$ cat config.mk
export PLATFORM = sky130hd
export DESIGN_NAME = i2cdual_target
export DESIGN_NICKNAME = d
export VERILOG_FILES = /design/src/rtl/i2cdual_pkg.sv /design/src/rtl/i2cdual_data.sv /design/src/rtl/i2cdual_ctrl.sv /design/src/rtl/i2cdual_target.sv
export SDC_FILE = /design/constraint.sdc
export NUM_CORES = 2
export LEC_CHECK = 0
export BUFFER_PORTS_ARGS = -buffer_cell sky130_fd_sc_hd__clkbuf_2
export CAP_MARGIN = 10
export CORE_ASPECT_RATIO = 0.5
export CORE_MARGIN = 1.5
export CORE_UTILIZATION = 57
export DETAILED_ROUTE_END_ITERATION = 8
export PLACE_DENSITY_LB_ADDON = 0.08
export SLEW_MARGIN = 40
export SYNTH_ARGS = -nofsm -noshare
export SYNTH_HDL_FRONTEND = slang
export SYNTH_HIERARCHICAL = 1
export SYNTH_SLANG_ARGS = --single-unit
$ cat constraint.sdc
create_clock -name clk -period 4.5 [get_ports clk]
set_input_delay 0.9 -clock clk [delete_from_list [all_inputs] [get_ports clk]]
set_output_delay 0.9 -clock clk [all_outputs]
set_load 0.01 [all_outputs]
$ cat src/rtl/i2cdual_pkg.sv
package i2cdual_pkg;

  // Strobes from the bus controller into the datapath
  typedef struct packed {
    logic shiftIn;    // shift one received bit in
    logic setSpace;   // latch the selected address space
    logic spaceSel;   // 0 = register file, 1 = memory
    logic loadPtr;    // load word pointer from the received byte
    logic writeByte;  // store received byte at the pointer
    logic incPtr;     // advance pointer of the active space
    logic loadTx;     // load transmit byte from the pointer
    logic shiftTx;    // move to the next transmit bit
  } dpStrobe_t;

  typedef enum logic [2:0] {
    ST_IDLE, ST_RX, ST_RXACK, ST_ACK, ST_TX, ST_TXACK, ST_TXNEXT
  } busState_t;

  typedef enum logic [1:0] {
    PH_DEV, PH_WORD, PH_DATA
  } phase_t;

endpackage

$ cat src/rtl/i2cdual_data.sv
module i2cdual_data
  import i2cdual_pkg::*;
#(
  parameter int REG_DEPTH = 48,
  parameter int MEM_DEPTH = 128
) (
  input  logic      clk,
  input  logic      rstN,
  input  logic      sdaBit,
  input  dpStrobe_t stb,
  output logic [7:0] rxByte,
  output logic      txMsb,
  output logic      wordOk
);

  localparam int REG_PW = $clog2(REG_DEPTH);
  localparam int MEM_PW = $clog2(MEM_DEPTH);
  localparam logic [REG_PW-1:0] REG_LAST = REG_PW'(REG_DEPTH - 1);
  localparam logic [MEM_PW-1:0] MEM_LAST = MEM_PW'(MEM_DEPTH - 1);

  logic [7:0] rxShift;
  logic [7:0] txShift;
  logic       space;
  logic [REG_PW-1:0] ptrReg;
  logic [MEM_PW-1:0] ptrMem;
  logic [7:0] regFile [REG_DEPTH];
  logic [7:0] memFile [MEM_DEPTH];

  always_ff @(posedge clk or negedge rstN) begin
    if (!rstN) begin
      rxShift <= '0;
      txShift <= '0;
      space   <= 1'b0;
      ptrReg  <= '0;
      ptrMem  <= '0;
    end else begin
      if (stb.shiftIn) rxShift <= {rxShift[6:0], sdaBit};
      if (stb.setSpace) space <= stb.spaceSel;
      if (stb.loadPtr) begin
        if (space) ptrMem <= rxShift[MEM_PW-1:0];
        else       ptrReg <= rxShift[REG_PW-1:0];
      end else if (stb.incPtr) begin
        if (space) ptrMem <= (ptrMem == MEM_LAST) ? '0 : ptrMem + 1'b1;
        else       ptrReg <= (ptrReg == REG_LAST) ? '0 : ptrReg + 1'b1;
      end
      if (stb.loadTx) txShift <= space ? memFile[ptrMem] : regFile[ptrReg];
      else if (stb.shiftTx) txShift <= {txShift[6:0], 1'b0};
    end
  end

  // Storage has no reset; it is written only by the bus
  always_ff @(posedge clk) begin
    if (stb.writeByte) begin
      if (space) memFile[ptrMem] <= rxShift;
      else       regFile[ptrReg] <= rxShift;
    end
  end

  assign rxByte = rxShift;
  assign txMsb  = txShift[7];
  assign wordOk = space | (rxShift < 8'(REG_DEPTH));

  AST_REG_PTR_RANGE: assert property (@(posedge clk) disable iff (!rstN)
    32'(ptrReg) < REG_DEPTH);
  AST_WRITE_EXCLUSIVE: assert property (@(posedge clk) disable iff (!rstN)
    stb.writeByte |-> !stb.loadTx && !stb.loadPtr && !stb.shiftIn);

endmodule

$ cat src/rtl/i2cdual_ctrl.sv
module i2cdual_ctrl
  import i2cdual_pkg::*;
#(
  parameter logic [6:0] REG_DEV = 7'h6F,
  parameter logic [6:0] MEM_DEV = 7'h57
) (
  input  logic       clk,
  input  logic       rstN,
  input  logic       sclIn,
  input  logic       sdaIn,
  input  logic       backupMode,
  input  logic [7:0] rxByte,
  input  logic       txMsb,
  input  logic       wordOk,
  output dpStrobe_t  stb,
  output logic       sdaBit,
  output logic       sdaOe
);

  logic [1:0] sclSync, sdaSync;
  logic sclPrev, sdaPrev, sclS, sdaS;
  logic sclRise, sclFall, startEv, stopEv;

  busState_t state, nState;
  phase_t    phase, nPhase;
  logic [2:0] bitCnt, nCnt;
  logic readMode, nRead;

  always_ff @(posedge clk or negedge rstN) begin
    if (!rstN) begin
      sclSync <= 2'b11;
      sdaSync <= 2'b11;
      sclPrev <= 1'b1;
      sdaPrev <= 1'b1;
    end else begin
      sclSync <= {sclSync[0], sclIn};
      sdaSync <= {sdaSync[0], sdaIn};
      sclPrev <= sclSync[1];
      sdaPrev <= sdaSync[1];
    end
  end

  assign sclS    = sclSync[1];
  assign sdaS    = sdaSync[1];
  assign sdaBit  = sdaS;
  assign sclRise = sclS & ~sclPrev;
  assign sclFall = ~sclS & sclPrev;
  assign startEv = sclS & sclPrev & sdaPrev & ~sdaS;
  assign stopEv  = sclS & sclPrev & ~sdaPrev & sdaS;

  always_comb begin
    stb    = '0;
    nState = state;
    nPhase = phase;
    nCnt   = bitCnt;
    nRead  = readMode;
    if (backupMode) begin
      nState = ST_IDLE;
    end else if (startEv) begin
      nState = ST_RX;
      nPhase = PH_DEV;
      nCnt   = '0;
      nRead  = 1'b0;
    end else if (stopEv) begin
      nState = ST_IDLE;
    end else begin
      unique case (state)
        ST_RX: if (sclRise) begin
          stb.shiftIn = 1'b1;
          if (bitCnt == 3'd7) nState = ST_RXACK;
          else nCnt = bitCnt + 3'd1;
        end
        ST_RXACK: if (sclFall) begin
          nState = ST_ACK;
          unique case (phase)
            PH_DEV: begin
              if (rxByte[7:1] == REG_DEV || rxByte[7:1] == MEM_DEV) begin
                stb.setSpace = 1'b1;
                stb.spaceSel = (rxByte[7:1] == MEM_DEV);
                nRead  = rxByte[0];
                nPhase = PH_WORD;
              end else begin
                nState = ST_IDLE;
              end
            end
            PH_WORD: begin
              if (wordOk) begin
                stb.loadPtr = 1'b1;
                nPhase = PH_DATA;
              end else begin
                nState = ST_IDLE;
              end
            end
            default: begin
              stb.writeByte = 1'b1;
              stb.incPtr    = 1'b1;
            end
          endcase
        end
        ST_ACK: if (sclFall) begin
          nCnt = '0;
          if (readMode) begin
            stb.loadTx = 1'b1;
            nState = ST_TX;
          end else begin
            nState = ST_RX;
          end
        end
        ST_TX: if (sclFall) begin
          if (bitCnt == 3'd7) nState = ST_TXACK;
          else begin
            stb.shiftTx = 1'b1;
            nCnt = bitCnt + 3'd1;
          end
        end
        ST_TXACK: if (sclRise) begin
          stb.incPtr = 1'b1;
          nState = sdaS ? ST_IDLE : ST_TXNEXT;
        end
        ST_TXNEXT: if (sclFall) begin
          stb.loadTx = 1'b1;
          nCnt   = '0;
          nState = ST_TX;
        end
        default: ;
      endcase
    end
  end

  always_ff @(posedge clk or negedge rstN) begin
    if (!rstN) begin
      state    <= ST_IDLE;
      phase    <= PH_DEV;
      bitCnt   <= '0;
      readMode <= 1'b0;
    end else begin
      state    <= nState;
      phase    <= nPhase;
      bitCnt   <= nCnt;
      readMode <= nRead;
    end
  end

  assign sdaOe = (state == ST_ACK) | ((state == ST_TX) & ~txMsb);

  AST_BACKUP_QUIET: assert property (@(posedge clk) disable iff (!rstN)
    $past(backupMode) |-> !sdaOe && !stb.writeByte && !stb.loadPtr);
  AST_NO_FOREIGN_ACK: assert property (@(posedge clk) disable iff (!rstN)
    (state == ST_RXACK && phase == PH_DEV && sclFall &&
     rxByte[7:1] != REG_DEV && rxByte[7:1] != MEM_DEV) |=> !sdaOe);
  AST_SDA_HOLD_SCL_HIGH: assert property (@(posedge clk) disable iff (!rstN)
    (sclS && $past(sclS) && !$past(backupMode)) |-> $stable(sdaOe));
  AST_STOP_IDLES: assert property (@(posedge clk) disable iff (!rstN)
    (stopEv && !backupMode) |=> state == ST_IDLE);

endmodule

$ cat src/rtl/i2cdual_target.sv
module i2cdual_target
  import i2cdual_pkg::*;
#(
  parameter logic [6:0] REG_DEV   = 7'h6F,
  parameter logic [6:0] MEM_DEV   = 7'h57,
  parameter int         REG_DEPTH = 48,
  parameter int         MEM_DEPTH = 128
) (
  input  logic clk,
  input  logic rstN,
  input  logic sclIn,
  input  logic sdaIn,
  input  logic backupMode,
  output logic sdaOe
);

  dpStrobe_t  stb;
  logic [7:0] rxByte;
  logic       txMsb, wordOk, sdaBit;

  i2cdual_ctrl #(.REG_DEV(REG_DEV), .MEM_DEV(MEM_DEV)) uCtrl (
    .clk(clk), .rstN(rstN), .sclIn(sclIn), .sdaIn(sdaIn),
    .backupMode(backupMode), .rxByte(rxByte), .txMsb(txMsb),
    .wordOk(wordOk), .stb(stb), .sdaBit(sdaBit), .sdaOe(sdaOe)
  );

  i2cdual_data #(.REG_DEPTH(REG_DEPTH), .MEM_DEPTH(MEM_DEPTH)) uData (
    .clk(clk), .rstN(rstN), .sdaBit(sdaBit), .stb(stb),
    .rxByte(rxByte), .txMsb(txMsb), .wordOk(wordOk)
  );

endmodule

**After elaboration in Yosys (flattened, before gate mapping)**

Memories as Yosys holds them, arrays and structs flattened.
Cells that the tools add are included.

- Register bits after elaboration: 45
- RAM bits: 1408
- Output and inout bits: 1
- Memories: 2

Memory list:

| memory | words | bits a word | read ports | clocked after Yosys merged registers in | write ports | line | source |
|---|---|---|---|---|---|---|---|
| uData.memFile | 128 | 8 | 1 | 0 | 1 | i2cdual_data.sv:27 | `logic [7:0] memFile [MEM_DEPTH];` |
| uData.regFile | 48 | 8 | 1 | 0 | 1 | i2cdual_data.sv:26 | `logic [7:0] regFile [REG_DEPTH];` |

- Add/sub/neg operators: 3
- Order comparisons: 1
- Eq/ne operators: 26
- Multiplexer cells: 76
- Bitwise operators: 17
- Reduce and logical (&&, ||, !) cells: 19

Operator list:

| operator | number |
|---|---|
| two-way mux 3 bit | 19 |
| two-way mux 8 bit | 6 |
| inequality test 5 x 2 -> 1 bit (second input constant) | 8 |
| two-way mux 7 bit | 5 |
| two-way mux 6 bit | 5 |
| two-way mux 1 bit | 22 |
| two-way mux 2 bit | 11 |
| == test 7 bit (second input constant) | 3 |
| one-hot mux 3 bit (6 select lines) | 1 |
| inequality test 3 x 1 -> 1 bit (second input constant) | 5 |
| == test 3 bit (second input constant) | 4 |
| AND reduction 6 bit | 2 |
| nonzero test 2 bit | 6 |
| one-hot mux 3 bit (3 select lines) | 1 |
| AND reduction 9 bit | 1 |
| nonzero test 9 bit | 1 |
| AND 1 bit | 8 |
| less-than comparator 8 x 6 -> 1 bit (second input constant) | 1 |
| adder 7 x 1 -> 7 bit (second input constant) | 1 |
| inverter 1 bit | 7 |
| AND reduction 7 bit | 1 |
| adder 6 x 1 -> 6 bit (second input constant) | 1 |
| == test 3 x 2 -> 1 bit (second input constant) | 2 |
| == test 6 bit (second input constant) | 1 |
| other kinds (16) | 20 |

**Depth between registers and ports, before layout**

- Depth after elaboration: 11
- Depth in mapped cells: 12
- Mapped depth without buffers: 7

**Modules after synthesis**

Netlist, hierarchy kept.

By module, submodules not included:

| module | instances | cells each | area each (µm²) | seq. area each (µm²) |
|---|---|---|---|---|
| i2cdual_data | 1 | 3290 | 55587.1 | 43031.3 |
| i2cdual_ctrl | 1 | 118 | 1032.2 | 382.9 |

**Worst setup path before layout**

No wires, ideal clock.

- Kind: reg2reg
- From: reg uData.rxShift[4], in the netlist uData/rxByte[4]
- To: reg uData.ptrMem[5]
- Setup time: 88 ps
- Arrival time: 4112 ps
- Setup slack: 301 ps
- Stages on the path, launching flop included: 9
- Period minus slack after synthesis: 4199 ps
- Path through: dfrtp_1 -> a211oi_1 -> or2_2 -> and3_1 -> clkbuf_1 -> o21ai_0 -> clkbuf_1 -> o21ai_0 -> o21ai_0

RTL lines:

| what | line | source |
|---|---|---|
| from (decl) | i2cdual_data.sv:21 | `logic [7:0] rxShift;` |
| from (signal assigned) | i2cdual_data.sv:37 | `if (stb.shiftIn) rxShift <= {rxShift[6:0], sdaBit};` |
| to (signal assigned) | i2cdual_data.sv:40 | `if (space) ptrMem <= rxShift[MEM_PW-1:0];` |
| to (signal assigned) | i2cdual_data.sv:43 | `if (space) ptrMem <= (ptrMem == MEM_LAST) ? '0 : ptrMem + 1'b1;` |
| to (decl) | i2cdual_data.sv:25 | `logic [MEM_PW-1:0] ptrMem;` |

**Worst setup path after layout**

- From: reg uData.ptrMem[1]
- To: reg uData.txShift[2]

- Word-level cells in the longest chain between the ends: 3

Ends and longest elaborated chain:

| what | line | source |
|---|---|---|
| memory (128 x 8 bit) | n/a |  |
| two-way mux 8 bit (2 in series) | i2cdual_data.sv:46 | `if (stb.loadTx) txShift <= space ? memFile[ptrMem] : regFile[ptrReg];` |
| to (signal assigned) | i2cdual_data.sv:46 |  |
| to (signal assigned) | i2cdual_data.sv:47 | `else if (stb.shiftTx) txShift <= {txShift[6:0], 1'b0};` |
| to (decl) | i2cdual_data.sv:22 | `logic [7:0] txShift;` |

Every way passes these cells.
A chain may end at the register's enable or synchronous reset.

==> results.md <==
* Run status: completed
* Switching share of total power at 0.197
* Die Wd at roughly 450 um
* CP Capture Type: flip-flop
* Max Freq at 244 MHz
* Most common cell after layout, fill and taps aside: edfxtp_1
* Mean Syn Cell Area at around 17 sq um
* GP Congestion at approximately 0.95
* # Max-Cap Violations at 0
* Clock Sinks at 1453
* Largest net degree at the start of global routing at approximately 130
* Final period util at 0.911
* Type of the worst setup path: reg -> reg
* VDD IR max at ~400 uV
* Final setup margin at about 400 ps
* Grt met2 use at 0.501
* GRT met3 Usage at 0.0787
* Mapped Area at 56600 sq um
* Max_slew headroom at 0.357
* Post-CTS setup buffer count at 0
* Clock share of power at 0.413
* Initial Utilization at 0.577
* Critical path peak fanout at 34
* Drt pass-1 iters at 6
* Iter 0 DRT Violations at between 4000 and 5000
* DIE AREA at between 100000 and 150000 sq um
* Number of remaining DRC errors at 0
* P_leak at a little over 20 nW
* Clk buf depth at 3
* Pre-CTS setup slack at approximately 520 ps
* PwrDens at roughly 400 nW/um^2
* Post-CTS sizing at 0
* Top FF cell, synth: edfxtp_1
* First-pass GRT wire length at approximately 240000 um
* Total nets after synthesis at 3417
* Slew of the pin with the lowest slew margin at 960 ps
* FF+latch count, synth at between 1000 and 1500
* Area delta synth->final at 11.9%
* Vias per Instance at 6.90
* Seq pwr share at 0.581
* Grt met1 use at 0.478
* Post-synth cell types at 85
* Routed wire per std cell at 33.6 um
* I/O pins at 6
* Floorplan Core Area at 98100 sq um
* Final setup violation count at 0
* WL final at roughly 170000 um
* Fillcell total at approximately 7000
* Post-route ant nets at 0
* Reg area at between 40000 and 50000 sq um
* Arrival time worst endpoint at between 4000 and 5000 ps
* Internal power at between 20 and 25 mW
* Hold Path Class: in -> async
* # nets final at around 3500
* Total gr overflow at 0
* Root buf cell: clkbuf_16
* Cts hold-fix bufs at 0
* Vias in the first global route at 32949
* NetSw at about 5 mW
* Area of the multi-input gates at 12100 sq um
* Port Buf Inserts at 5
* WP data required at between 5000 and 6000 ps
* Row count at 81
* Total CTS buffers at 121
* Sequential area share after synthesis at 0.767
* Clk_lat worst skew at about 760 ps
* Die H at ~230 um
* GRT Total Usage at 0.330
* CTS tree: done
* Tmin final at ~4100 ps
* Commonest non-fill, non-tap cells in the layout: 1408 x edfxtp_1, 267 x nor2_1, 205 x buf_4, 168 x a22oi_1, 166 x a221oi_1
* Combinational share of power at 0.006
* Ratio of cells with drive above 1 in the final layout at 0.164
* CP startpoint kind: flip-flop
* Clk slew on worst S/H paths at 70 ps
* Post-synthesis async set-or-reset flop share at 0.0310
* Initial antenna violation count at 1
* Clock skew at around 27 ps
* Syn Inst Count at 3408
* H-tree levels at 3
* Layer with the highest usage: met2
* Fin. max-slew vios at 0
* Final Hold Vio Count at 0
* RSZ-0062 raised after global routing: no
* EDFF count, synth at about 1400
* Final TNS setup at 0 ps
* Vias at ~34000
* Yosys warning count at 6
* Post-DP HPWL at about 100000 um
## per-layer routing
layer / part of all wire / vias up / wire length, um
met3: 0.12 / 344 / 19900
met5: 0.000072 / - / 12
met1: 0.40 / 17491 / 66700
met4: 0.030 / 2 / 4930
met2: 0.45 / 2324 / 75300
li1: - / 14116 / -
## synthesized netlist by cell type, types with 5 or more instances
| master | number | share of area |
|---|---|---|
| a2111oi_0 | 5 | 0.00077 |
| a211o_1 | 7 | 0.0011 |
| a211oi_1 | 14 | 0.0019 |
| a21oi_1 | 143 | 0.013 |
| a221o_1 | 30 | 0.0053 |
| a221oi_1 | 166 | 0.026 |
| a222oi_1 | 6 | 0.0011 |
| a22o_1 | 67 | 0.010 |
| a22oi_1 | 168 | 0.022 |
| a31o_2 | 5 | 0.00077 |
| a31oi_1 | 46 | 0.0051 |
| a32oi_1 | 6 | 0.00093 |
| a41oi_1 | 7 | 0.0011 |
| and2_1 | 11 | 0.0012 |
| and3_1 | 8 | 0.00088 |
| and3b_1 | 5 | 0.00077 |
| buf_1 | 20 | 0.0013 |
| buf_2 | 89 | 0.0079 |
| buf_4 | 18 | 0.0024 |
| buf_6 | 7 | 0.0014 |
| clkbuf_1 | 99 | 0.0066 |
| dfrtp_1 | 39 | 0.017 |
| dfstp_2 | 6 | 0.0028 |
| edfxtp_1 | 1408 | 0.75 |
| inv_1 | 18 | 0.0012 |
| mux2_2 | 92 | 0.018 |
| mux2i_1 | 104 | 0.018 |
| mux4_2 | 23 | 0.0091 |
| nand2_1 | 140 | 0.0093 |
| nand2b_1 | 12 | 0.0013 |
| nand3_1 | 33 | 0.0029 |
| nand4_1 | 20 | 0.0022 |
| nor2_1 | 271 | 0.018 |
| nor2b_1 | 26 | 0.0029 |
| nor3_1 | 12 | 0.0011 |
| nor3b_2 | 5 | 0.0011 |
| nor4_1 | 11 | 0.0012 |
| o2111ai_1 | 12 | 0.0019 |
| o211ai_1 | 45 | 0.0060 |
| o21ai_0 | 88 | 0.0078 |
| o221ai_1 | 9 | 0.0014 |
| o2bb2ai_1 | 21 | 0.0032 |
## worst paths after layout
| kind | startpoint | endpoint | slack (ps) | cells after the start |
|---|---|---|---|---|
| worst min-delay path | rstN | uData/rxByte[4] | 170 | 1 |
| worst max register to register | uData/ptrMem[1] | uData/txShift[2] | 400 | 8 |
| worst max-delay path | uData/ptrMem[1] | uData/txShift[2] | 400 | 8 |
| min in group clk | sclIn | uCtrl/sclSync[0] | 240 | 1 |
| max in group asynchronous | rstN | uCtrl/sclPrev | 3680 | 2 |
| worst min register to register | uCtrl/sdaSync[0] | uCtrl/sdaSync[1] | 360 | 0 |
## final cells by class
| cell class | instances | share of cell area |
|---|---|---|
| Sequential cell | 1453 | 0.686 |
| Clock buffer | 147 | 0.0502 |
| Inverter | 20 | 0.00118 |
| Timing Repair Buffer | 239 | 0.0339 |
| Antenna cell | 2 | 0.0000790 |
| Tap cell | 1328 | 0.0262 |
| Multi-Input combinational cell | 1701 | 0.192 |
| Clock inverter | 79 | 0.0108 |
## critical path, cell delays in order, from the launching register on
cell,delay [ps]
dfrtp_4,730
nor2_4,810
buf_4,320
a22oi_1,110
o211ai_1,400
nand3_1,110
or3_1,420
a31oi_1,770
o41a_1,270
## per-stage QoR
stage,utilization,power (mW),std cells,hold WS (ps),area [sq um]
detailed placement,0.606,15.2,4741,347,59500
global placement,0.602,15.1,4726,347,59100
global route,0.646,25.9,4967,172,63300
floorplan,-,15.1,3408,345,56600
finish,0.646,25.3,4969,165,63400
CTS,0.646,25.4,4967,132,63300
## power by group through the flow
stage	sequential, mW	clock [mW]	combinational, mW
after floorplan	15.0	0	0.0711
after global placement	15.0	0	0.130
after detailed placement	15.0	0	0.163
after CTS	14.7	10.6	0.162
after global routing	14.7	11.0	0.176
final	14.7	10.5	0.163
## sequential cells by signal, summed over array words and instances (netlist names)
register,count
uCtrl/bitCnt,3
uData/ptrReg,6
uData/rxByte,8
uData/memFile,1024
uData/txShift,8
uCtrl/sdaSync,2
uCtrl/readMode,1
uData/regFile,384
uCtrl/sdaPrev,1
uCtrl/sclPrev,1
uCtrl/sclSync,2
uData/ptrMem,7
uData/space,1
uCtrl/phase,2
uCtrl/state,3
## cell families (layout without fill, tap and decap cells)
kind of cell	after synthesis	in the layout	share of synthesized area
XOR/XNOR	1	1	0.000155
multiplexers	221	221	0.0465
adder cells (fa/ha/maj)	4	4	0.000884
other	0	2	0
flip-flops	1453	1453	0.767
AND/OR/NAND/NOR	580	580	0.0471
buffers and inverters	254	485	0.0212
AO/OA/AOI/OAI	895	895	0.117
Note: power is estimated with default switching activity, not from simulation.
